File: src/rtl/isd_pkg.sv
package isd_pkg;
    localparam int WORD_W = 16;
    localparam int REG_W  = 4;
    localparam int OPIX_W = 5;
    localparam int CYC_W  = 4;
    localparam int EXTN_W = 2;
    localparam int OPC_W  = 4;

    localparam logic [OPC_W-1:0] OPC_CMP = 4'h9;
    localparam logic [OPC_W-1:0] OPC_BIT = 4'hB;

    typedef enum logic [1:0] {
        FMT_NONE   = 2'd0,
        FMT_DUAL   = 2'd1,
        FMT_SINGLE = 2'd2,
        FMT_JUMP   = 2'd3
    } fmt_e;

    typedef enum logic [2:0] {
        AM_REG   = 3'd0,
        AM_IDX   = 3'd1,
        AM_IND   = 3'd2,
        AM_INC   = 3'd3,
        AM_SYM   = 3'd4,
        AM_ABS   = 3'd5,
        AM_IMM   = 3'd6,
        AM_CONST = 3'd7
    } amode_e;

    typedef struct packed {
        fmt_e              fmt;
        logic [OPIX_W-1:0] op;
        logic              illegal;
        logic              byte_op;
        logic [REG_W-1:0]  sreg;
        logic [REG_W-1:0]  dreg;
        amode_e            smode;
        amode_e            dmode;
        logic [WORD_W-1:0] kval;
        logic              need_src;
        logic              need_dst;
        logic [WORD_W-1:0] disp;
        logic [CYC_W-1:0]  cyc;
    } idec_t;

    // Source modes that pull one extension word from the stream.
    function automatic logic needs_ext(amode_e m);
        return (m == AM_IDX) || (m == AM_SYM) || (m == AM_ABS) || (m == AM_IMM);
    endfunction

    // Extra cycles spent reaching the source operand.
    function automatic logic [1:0] src_access_cost(amode_e m);
        unique case (m)
            AM_IND, AM_INC, AM_IMM: return 2'd1;
            AM_IDX, AM_SYM, AM_ABS: return 2'd2;
            default:                return 2'd0;
        endcase
    endfunction

    // Operand lives in memory (and so can be written back).
    function automatic logic in_memory(amode_e m);
        return (m == AM_IDX) || (m == AM_SYM) || (m == AM_ABS) ||
               (m == AM_IND) || (m == AM_INC);
    endfunction
endpackage

File: src/rtl/isd_amode_map.sv
module isd_amode_map
    import isd_pkg::*;
#(
    parameter bit DEST_SIDE = 1'b0
) (
    input  logic [REG_W-1:0]  reg_num,
    input  logic [1:0]        sel,
    output amode_e            mode,
    output logic [WORD_W-1:0] kval
);
    generate
        if (DEST_SIDE) begin : g_dst
            // Destination: one mode bit, specialised by register 0 and 2.
            always_comb begin
                kval = '0;
                if (sel == 2'b00)        mode = AM_REG;
                else if (reg_num == 4'd0) mode = AM_SYM;
                else if (reg_num == 4'd2) mode = AM_ABS;
                else                      mode = AM_IDX;
            end
        end else begin : g_src
            always_comb begin
                kval = '0;
                mode = AM_REG;
                if (reg_num == 4'd3) begin
                    mode = AM_CONST;
                    unique case (sel)
                        2'b00: kval = 16'h0000;
                        2'b01: kval = 16'h0001;
                        2'b10: kval = 16'h0002;
                        default: kval = 16'hFFFF;
                    endcase
                end else if (reg_num == 4'd2) begin
                    unique case (sel)
                        2'b00: mode = AM_REG;
                        2'b01: mode = AM_ABS;
                        2'b10: begin mode = AM_CONST; kval = 16'h0004; end
                        default: begin mode = AM_CONST; kval = 16'h0008; end
                    endcase
                end else if (reg_num == 4'd0) begin
                    unique case (sel)
                        2'b00: mode = AM_REG;
                        2'b01: mode = AM_SYM;
                        2'b10: mode = AM_IND;
                        default: mode = AM_IMM;
                    endcase
                end else begin
                    unique case (sel)
                        2'b00: mode = AM_REG;
                        2'b01: mode = AM_IDX;
                        2'b10: mode = AM_IND;
                        default: mode = AM_INC;
                    endcase
                end
            end
        end
    endgenerate
endmodule

File: src/rtl/isd_word_decode.sv
module isd_word_decode
    import isd_pkg::*;
(
    input  logic [WORD_W-1:0] word,
    output idec_t             dec
);
    logic             is_dual, is_jump, is_single;
    logic [REG_W-1:0] src_sel_reg;
    amode_e           s_mode, d_mode;
    logic [WORD_W-1:0] s_k, d_k;

    assign is_dual   = (word[15:14] != 2'b00);
    assign is_jump   = (word[15:13] == 3'b001);
    assign is_single = (word[15:10] == 6'b000100) && (word[9:7] != 3'b111);
    assign src_sel_reg = is_dual ? word[11:8] : word[3:0];

    isd_amode_map #(.DEST_SIDE(1'b0)) u_src_map (
        .reg_num(src_sel_reg),
        .sel    (word[5:4]),
        .mode   (s_mode),
        .kval   (s_k)
    );

    isd_amode_map #(.DEST_SIDE(1'b1)) u_dst_map (
        .reg_num(word[3:0]),
        .sel    ({1'b0, word[7]}),
        .mode   (d_mode),
        .kval   (d_k)
    );

    always_comb begin
        dec = '0;
        if (is_dual) begin
            dec.fmt      = FMT_DUAL;
            dec.op       = {1'b0, word[15:12]};
            dec.byte_op  = word[6];
            dec.sreg     = word[11:8];
            dec.dreg     = word[3:0];
            dec.smode    = s_mode;
            dec.dmode    = d_mode;
            dec.kval     = s_k | d_k;
            dec.need_src = needs_ext(s_mode);
            dec.need_dst = word[7];
        end else if (is_jump) begin
            dec.fmt  = FMT_JUMP;
            dec.op   = {2'b11, word[12:10]};
            dec.disp = {{5{word[9]}}, word[9:0], 1'b0};
        end else if (is_single) begin
            dec.fmt      = FMT_SINGLE;
            dec.op       = {2'b10, word[9:7]};
            dec.byte_op  = word[6];
            dec.sreg     = word[3:0];
            dec.smode    = s_mode;
            dec.kval     = s_k;
            dec.need_src = needs_ext(s_mode);
        end else begin
            dec.illegal = 1'b1;
        end
    end
endmodule

File: src/rtl/isd_cycle_cost.sv
module isd_cycle_cost
    import isd_pkg::*;
(
    input  fmt_e              fmt,
    input  logic [OPIX_W-1:0] op,
    input  amode_e            smode,
    input  logic [REG_W-1:0]  sreg,
    input  logic [REG_W-1:0]  dreg,
    input  logic              dst_mem,
    output logic [CYC_W-1:0]  cycles
);
    logic             writes_back;
    logic [CYC_W-1:0] base;

    always_comb begin
        writes_back = !((op == {1'b0, OPC_CMP}) || (op == {1'b0, OPC_BIT}));
        base        = CYC_W'(1) + CYC_W'(src_access_cost(smode));
        unique case (fmt)
            FMT_DUAL: begin
                cycles = base
                       + (dst_mem ? CYC_W'(2) : CYC_W'(0))
                       + ((dst_mem && writes_back) ? CYC_W'(1) : CYC_W'(0))
                       + ((!dst_mem && writes_back && dreg == '0) ? CYC_W'(1) : CYC_W'(0));
            end
            FMT_SINGLE: begin
                unique case (op[2:0])
                    3'd4:    cycles = base + CYC_W'(1);
                    3'd5:    cycles = base + CYC_W'(2);
                    3'd6:    cycles = CYC_W'(3);
                    default: cycles = base
                                    + (in_memory(smode) ? CYC_W'(1) : CYC_W'(0))
                                    + ((smode == AM_REG && sreg == '0) ? CYC_W'(1) : CYC_W'(0));
                endcase
            end
            FMT_JUMP: cycles = CYC_W'(2);
            default:  cycles = CYC_W'(1);
        endcase
    end
endmodule

File: src/rtl/insn_stream_decoder.sv
module insn_stream_decoder
    import isd_pkg::*;
(
    input  logic                 clk,
    input  logic                 rst_n,
    input  logic                 word_valid,
    input  logic [WORD_W-1:0]    word_in,
    output logic                 instr_valid,
    output logic                 instr_illegal,
    output logic [1:0]           instr_fmt,
    output logic [OPIX_W-1:0]    instr_op,
    output logic                 instr_byte,
    output logic [REG_W-1:0]     src_reg,
    output logic [REG_W-1:0]     dst_reg,
    output logic [2:0]           src_mode,
    output logic [2:0]           dst_mode,
    output logic [WORD_W-1:0]    const_val,
    output logic [EXTN_W-1:0]    ext_words,
    output logic [WORD_W-1:0]    src_ext,
    output logic [WORD_W-1:0]    dst_ext,
    output logic [WORD_W-1:0]    jump_disp,
    output logic [CYC_W-1:0]     cycle_count
);
    typedef enum logic [1:0] {
        ST_OPC     = 2'd0,
        ST_SRC_EXT = 2'd1,
        ST_DST_EXT = 2'd2
    } st_e;

    st_e               st_q, st_d;
    idec_t             dec_w, dec_full, hold_q, hold_d, fire_dec, out_q;
    logic [CYC_W-1:0]  dec_cyc;
    logic [WORD_W-1:0] sx_q, sx_d, fire_sx, fire_dx, out_sx, out_dx;
    logic [EXTN_W-1:0] out_extn;
    logic              fire, out_valid;

    isd_word_decode u_decode (
        .word(word_in),
        .dec (dec_w)
    );

    isd_cycle_cost u_cost (
        .fmt    (dec_w.fmt),
        .op     (dec_w.op),
        .smode  (dec_w.smode),
        .sreg   (dec_w.sreg),
        .dreg   (dec_w.dreg),
        .dst_mem(dec_w.need_dst),
        .cycles (dec_cyc)
    );

    always_comb begin
        dec_full     = dec_w;
        dec_full.cyc = dec_cyc;
    end

    // Next-state and completion logic.
    always_comb begin
        st_d     = st_q;
        hold_d   = hold_q;
        sx_d     = sx_q;
        fire     = 1'b0;
        fire_dec = hold_q;
        fire_sx  = sx_q;
        fire_dx  = '0;
        unique case (st_q)
            ST_OPC: begin
                if (word_valid) begin
                    hold_d = dec_full;
                    sx_d   = '0;
                    if (dec_full.need_src) begin
                        st_d = ST_SRC_EXT;                  // opc_to_src
                    end else if (dec_full.need_dst) begin
                        st_d = ST_DST_EXT;                  // opc_to_dst
                    end else begin
                        fire     = 1'b1;                    // opc_done
                        fire_dec = dec_full;
                        fire_sx  = '0;
                    end
                end
            end
            ST_SRC_EXT: begin
                if (word_valid) begin
                    if (hold_q.need_dst) begin
                        sx_d = word_in;
                        st_d = ST_DST_EXT;                  // src_to_dst
                    end else begin
                        fire    = 1'b1;                     // src_done
                        fire_sx = word_in;
                        st_d    = ST_OPC;
                    end
                end
            end
            ST_DST_EXT: begin
                if (word_valid) begin
                    fire    = 1'b1;                         // dst_done
                    fire_dx = word_in;
                    st_d    = ST_OPC;
                end
            end
            default: st_d = ST_OPC;
        endcase
    end

    // State register.
    always_ff @(posedge clk or negedge rst_n) begin
        if (!rst_n) begin
            st_q   <= ST_OPC;
            hold_q <= '0;
            sx_q   <= '0;
        end else begin
            st_q   <= st_d;
            hold_q <= hold_d;
            sx_q   <= sx_d;
        end
    end

    // Output register.
    always_ff @(posedge clk or negedge rst_n) begin
        if (!rst_n) begin
            out_valid <= 1'b0;
            out_q     <= '0;
            out_sx    <= '0;
            out_dx    <= '0;
            out_extn  <= '0;
        end else begin
            out_valid <= fire;
            if (fire) begin
                out_q    <= fire_dec;
                out_sx   <= fire_sx;
                out_dx   <= fire_dx;
                out_extn <= EXTN_W'(fire_dec.need_src) + EXTN_W'(fire_dec.need_dst);
            end
        end
    end

    assign instr_valid   = out_valid;
    assign instr_illegal = out_q.illegal;
    assign instr_fmt     = out_q.fmt;
    assign instr_op      = out_q.op;
    assign instr_byte    = out_q.byte_op;
    assign src_reg       = out_q.sreg;
    assign dst_reg       = out_q.dreg;
    assign src_mode      = out_q.smode;
    assign dst_mode      = out_q.dmode;
    assign const_val     = out_q.kval;
    assign ext_words     = out_extn;
    assign src_ext       = out_sx;
    assign dst_ext       = out_dx;
    assign jump_disp     = out_q.disp;
    assign cycle_count   = out_q.cyc;

    // a report always follows an accepted word.
    a_r12_report_follows_word: assert property (@(posedge clk) disable iff (!rst_n)
        instr_valid |-> $past(word_valid));

    // while waiting for an extension word, an empty cycle reports nothing.
    a_r6_stall_silent: assert property (@(posedge clk) disable iff (!rst_n)
        (st_q != ST_OPC && !word_valid) |=> !instr_valid);

    // jumps are single-word, two-cycle instructions.
    a_r9_jump_cost: assert property (@(posedge clk) disable iff (!rst_n)
        (instr_valid && instr_fmt == FMT_JUMP) |-> (cycle_count == 4'd2 && ext_words == '0));

    // an undefined opcode occupies exactly one word.
    a_r10_illegal_one_word: assert property (@(posedge clk) disable iff (!rst_n)
        (instr_valid && instr_illegal) |-> (ext_words == '0 && instr_fmt == FMT_NONE && cycle_count == 4'd1));

    // two extension words end in the destination-word state.
    a_r5_two_words_order: assert property (@(posedge clk) disable iff (!rst_n)
        (instr_valid && ext_words == 2'd2) |-> ($past(st_q) == ST_DST_EXT));
endmodule

File: config.mk
export PLATFORM = sky130hd
export DESIGN_NAME = insn_stream_decoder
export DESIGN_NICKNAME = d
export VERILOG_FILES = /design/src/rtl/isd_pkg.sv /design/src/rtl/isd_amode_map.sv /design/src/rtl/isd_word_decode.sv /design/src/rtl/isd_cycle_cost.sv /design/src/rtl/insn_stream_decoder.sv
export SDC_FILE = /design/constraint.sdc
export NUM_CORES = 1
export LEC_CHECK = 0
export ABC_AREA = 0
export BUFFER_PORTS_ARGS = -buffer_cell sky130_fd_sc_hd__buf_2
export CORE_UTILIZATION = 35
export CTS_CLUSTER_SIZE = 8
export DETAILED_ROUTE_END_ITERATION = 8
export MAX_ROUTING_LAYER = met4
export REMOVE_ABC_BUFFERS = 1
export SLEW_MARGIN = 20
export SYNTH_ARGS = -nofsm -noshare
export SYNTH_HDL_FRONTEND = slang
export SYNTH_SLANG_ARGS = --single-unit
File: constraint.sdc
create_clock -name clk -period 2.4 [get_ports clk]
set_input_delay 0.24 -clock clk [delete_from_list [all_inputs] [get_ports clk]]
set_output_delay 0.24 -clock clk [all_outputs]
set_load 0.02 [all_outputs]
==> flow_results.xml <==
<?xml version="1.0" encoding="UTF-8"?>
<metrics>
  <group name="outcome">
    <metric name="run_status" unit="">finished, violations left</metric>
    <metric name="violations" unit="">DRC, setup timing</metric>
  </group>
  <group name="power">
    <metric name="total_leakage_power" unit="nW">4.35</metric>
    <metric name="total_power" unit="mW">8.47</metric>
    <metric name="cellPowerDensity" unit="mW/mm^2">961</metric>
    <metric name="irDropWorstVdd" unit="uV">657</metric>
  </group>
  <group name="logic_synthesis">
    <metric name="synth_sequential_area_ratio" unit="">0.517</metric>
    <metric name="synth_flop_cell" unit="">sky130_fd_sc_hd__dfrtp_1</metric>
    <metric name="asyncSetResetFlopFracSynth" unit="">1.00</metric>
    <metric name="mappedNetlistArea" unit="sq mm">0.00654</metric>
    <metric name="synthesis.yosys.warnings" unit="">0</metric>
    <metric name="postSynthRegisterBits" unit="">135</metric>
    <metric name="synth-edff-count" unit="">0</metric>
    <metric name="ys_types" unit="">61</metric>
    <metric name="synthDominantCellAreaShare" unit="">0.517</metric>
    <metric name="post-synth-top-area-cell" unit="">sky130_fd_sc_hd__dfrtp_1</metric>
    <metric name="synthCells" unit="">663</metric>
    <metric name="synthesis.area_per_instance" unit="sq um">9.86</metric>
    <metric name="yosys-top-cells-area" unit="">sky130_fd_sc_hd__dfrtp_1, sky130_fd_sc_hd__nand2_1, sky130_fd_sc_hd__o21ai_0</metric>
  </group>
  <group name="run">
    <metric name="cap_violations" unit="">0</metric>
  </group>
  <group name="sta">
    <metric name="post-route-period-util" unit="">1.21</metric>
    <metric name="slew_headroom" unit="">0.503</metric>
    <metric name="fin_skew" unit="ns">0.00722</metric>
    <metric name="final.hold.worst_slack" unit="ns">0.0815</metric>
    <metric name="setup_violating_endpoint_count_in_the_final_report" unit="">8</metric>
    <metric name="setup_slack_after_layout" unit="ns">-0.501</metric>
    <metric name="tightestPinTransition" unit="ns">0.745</metric>
    <metric name="max_freq" unit="GHz">0.345</metric>
    <metric name="grt_setup_unrepaired" unit="">true</metric>
    <metric name="finalHoldViolCount" unit="">0</metric>
    <metric name="final_period_minus_worst_setup_slack" unit="ns">2.90</metric>
    <metric name="report.final.slew_viol_count" unit="">0</metric>
  </group>
  <group name="global_routing">
    <metric name="grt_util_met2" unit="">0.327</metric>
    <metric name="met3_usage" unit="">0.0359</metric>
    <metric name="largest_net_degree_at_the_start_of_global_routing" unit="">63</metric>
    <metric name="top_usage_layer" unit="">met2</metric>
    <metric name="antenna_violations_before_repair" unit="">0</metric>
    <metric name="grt_util_all_layers" unit="">0.212</metric>
    <metric name="grt_first_pass_wirelength" unit="microns">30700</metric>
    <metric name="grt_pass1_vias" unit="">5577</metric>
    <metric name="overflow_left_after_global_routing" unit="">0</metric>
    <metric name="grt_util_met1" unit="">0.285</metric>
  </group>
  <group name="layout">
    <metric name="num_antenna_cells" unit="">0</metric>
    <metric name="synthToLayoutAreaGrowth" unit="%">34.9</metric>
    <metric name="drive_gt1_frac" unit="">0.355</metric>
    <metric name="mostFrequentLayoutCell" unit="">sky130_fd_sc_hd__dfrtp_1</metric>
    <metric name="post-route-cell-area" unit="sq mm">0.00882</metric>
    <metric name="final_net_count" unit="">863</metric>
    <metric name="postLayoutCoreUtil" unit="">0.486</metric>
    <metric name="top_reg_by_flops" unit="">hold_q</metric>
    <metric name="largest_register_ffs" unit="">42</metric>
    <metric name="commonest_non_fill_non_tap_cells_in_the_layout" unit="">sky130_fd_sc_hd__dfrtp_1, sky130_fd_sc_hd__nand2_1, sky130_fd_sc_hd__buf_4</metric>
  </group>
  <group name="worst_setup_path">
    <metric name="worst_r2r_endpoint" unit="">cycle_count[3]</metric>
    <metric name="critical_path.endpoint_type" unit="">flip-flop</metric>
    <metric name="worst-setup-path-type" unit="">input port to flip-flop</metric>
    <metric name="timing.critical_path.slowest_cell_delay" unit="ns">0.45</metric>
    <metric name="path_common_cell" unit="">sky130_fd_sc_hd__fa_2</metric>
    <metric name="reg2regPathDepth" unit="">9</metric>
    <metric name="reg2reg_setup_slack" unit="ns">0.38</metric>
    <metric name="critPathLaunchType" unit="">input port</metric>
    <metric name="critical-path-slowest-cell" unit="">sky130_fd_sc_hd__fa_2</metric>
    <metric name="crit_path_cell_trace" unit="">buf_6 &gt; or2_4 &gt; mux2_4 &gt; nor3_4 &gt; inv_2 &gt; ha_4 &gt; nand2b_4 &gt; or3_4 &gt; o41ai_4 &gt; fa_2 &gt; fa_2 &gt; nand2_1 &gt; o21ai_2 &gt; nor3b_4 &gt; o31ai_2</metric>
    <metric name="crit_required" unit="ns">2.73</metric>
    <metric name="max_fanout_on_critical_path" unit="">4</metric>
    <metric name="worstPathArrival" unit="ns">3.24</metric>
    <metric name="regToRegStartpoint" unit="">st_q[0]</metric>
  </group>
  <group name="min_path">
    <metric name="holdPathEnd" unit="">src_ext[9]</metric>
    <metric name="worst_hold_path_type" unit="">input port to flip-flop</metric>
    <metric name="timing.hold.worst_path_depth" unit="">3</metric>
    <metric name="holdCritStartpoint" unit="">word_in[9]</metric>
  </group>
  <group name="drt">
    <metric name="drt-vias-per-instance" unit="">5.20</metric>
    <metric name="drt_iter0_markers" unit="">447</metric>
    <metric name="detail_route.first_pass.iterations" unit="">7</metric>
    <metric name="drt_drc_violations_left" unit="">14</metric>
    <metric name="postRouteAntennaNets" unit="">0</metric>
    <metric name="avgRoutedWirePerCell" unit="microns">17.8</metric>
    <metric name="totalWireLength" unit="microns">19200</metric>
    <metric name="vias" unit="">5604</metric>
  </group>
  <group name="clocking">
    <metric name="cts_tree" unit="">built</metric>
    <metric name="htree_num_levels" unit="">4</metric>
    <metric name="cts.reportedPaths.clkPinSlew" unit="ns">0.06</metric>
    <metric name="clock-sinks" unit="">135</metric>
    <metric name="ctsLongestPathBuffers" unit="">2</metric>
    <metric name="clock_latency" unit="ns">0.43</metric>
    <metric name="cts_buffers" unit="">17</metric>
    <metric name="clock_tree.root_cell" unit="">sky130_fd_sc_hd__clkbuf_16</metric>
  </group>
  <group name="placement">
    <metric name="gpl.final_weighted_congestion" unit="">0.924</metric>
    <metric name="portBuffers" unit="">110</metric>
    <metric name="dpl_cell_area" unit="sq mm">0.00774</metric>
    <metric name="worst_setup_slack_post_dpl" unit="ns">-1.24</metric>
    <metric name="dp_hpwl" unit="microns">13500</metric>
  </group>
  <group name="floorplan">
    <metric name="floorplan.rows" unit="">49</metric>
    <metric name="die_span_y" unit="microns">139</metric>
    <metric name="die_area" unit="sq mm">0.0192</metric>
    <metric name="num_io_pins" unit="">113</metric>
    <metric name="starting_utilization_of_the_core_area" unit="">0.360</metric>
    <metric name="core" unit="sq mm">0.0181</metric>
    <metric name="fp.dieW" unit="microns">139</metric>
  </group>
</metrics>
[metrics by stage]
| step | setup TNS [ns] | instances |
|---|---|---|
| 2_1_floorplan | -54.89 | 590 |
| 3_3_place_gp | -7.65 | 1021 |
| 3_5_place_dp | -8.34 | 1021 |
| 4_1_cts | -2.25 | 1078 |
| 5_1_grt | -3.70 | 1078 |
| 6_report | -2.68 | 1078 |
[cells in the mapped netlist, types with 11 or more instances]
| cell | count |
|---|---|
| sky130_fd_sc_hd__dfrtp_1 | 135 |
| sky130_fd_sc_hd__nand2_1 | 129 |
| sky130_fd_sc_hd__o21ai_0 | 43 |
| sky130_fd_sc_hd__nor2_1 | 36 |
| sky130_fd_sc_hd__clkbuf_1 | 29 |
| sky130_fd_sc_hd__o31ai_1 | 25 |
| sky130_fd_sc_hd__buf_4 | 23 |
| sky130_fd_sc_hd__a22o_1 | 22 |
| sky130_fd_sc_hd__nand3_1 | 22 |
| sky130_fd_sc_hd__a221o_1 | 18 |
| sky130_fd_sc_hd__a21oi_1 | 17 |
| sky130_fd_sc_hd__buf_2 | 16 |
| sky130_fd_sc_hd__mux2i_1 | 14 |
| sky130_fd_sc_hd__a2bb2oi_1 | 13 |
| sky130_fd_sc_hd__inv_1 | 11 |
[what timing repair did]
item                       CTS  global route
gates resized for setup     35            20
hold buffers                 1             0
gates cloned                 0             0
setup endpoints to repair    8             8
buffers inserted            24             2
pin swaps                   22             5
hold endpoints to repair    59             0
[worst max-delay path: cells and delay by family]
family          cells  cell delay [ns]
simple gates        6             1.23
fa+ha+maj           3             0.93
compound gates      3             0.35
mux                 1             0.33
buf+inv             2             0.16
[cell type report]
cell class | count | area [sq um]
clock buffers | 19 | 443
clock inverters | 13 | 226
fillers | 1669 | 9330
inverters | 12 | 45.0
multi-input cells | 443 | 2880
flip-flops and latches | 135 | 3380
well taps | 229 | 287
repair buffers | 227 | 1560
[layer usage]
layer,wire (microns),share of wire
met3,873,0.045
met5,0,0
met1,8940,0.47
met2,9120,0.47
met4,278,0.014
[power by group]
group | total [mW] | leakage, nW | switching (mW) | internal, mW
registers | 3.07 | 1.77 | 0.300 | 2.77
logic | 2.43 | 2.27 | 1.45 | 0.983
clock network | 2.97 | 0.319 | 1.00 | 1.97
[logic make-up (layout without fill, tap and decap cells)]
group           count (synthesis)  in the layout  synth area share
compound gates                179            179             0.200
mux                            17             17            0.0272
simple gates                  234            234             0.162
buf+inv                        86            271            0.0702
flops                         135            135             0.517
other cells                     1              2          0.000573
xor+xnor                        3              3           0.00402
fa+ha+maj                       8              8            0.0199
[worst max path at each step]
stage                     start  slack [ns]              to  cells past startpoint
floorplan           word_in[15]       -1.43       hold_q[1]                     14
global placement    word_in[15]       -1.10  cycle_count[1]                     15
detailed placement  word_in[15]       -1.24       hold_q[1]                     15
CTS                 word_in[14]       -0.42       hold_q[1]                     15
global route        word_in[13]       -0.65  cycle_count[1]                     15
finish              word_in[14]       -0.50       hold_q[1]                     15
(Power assumes the default switching activity.)
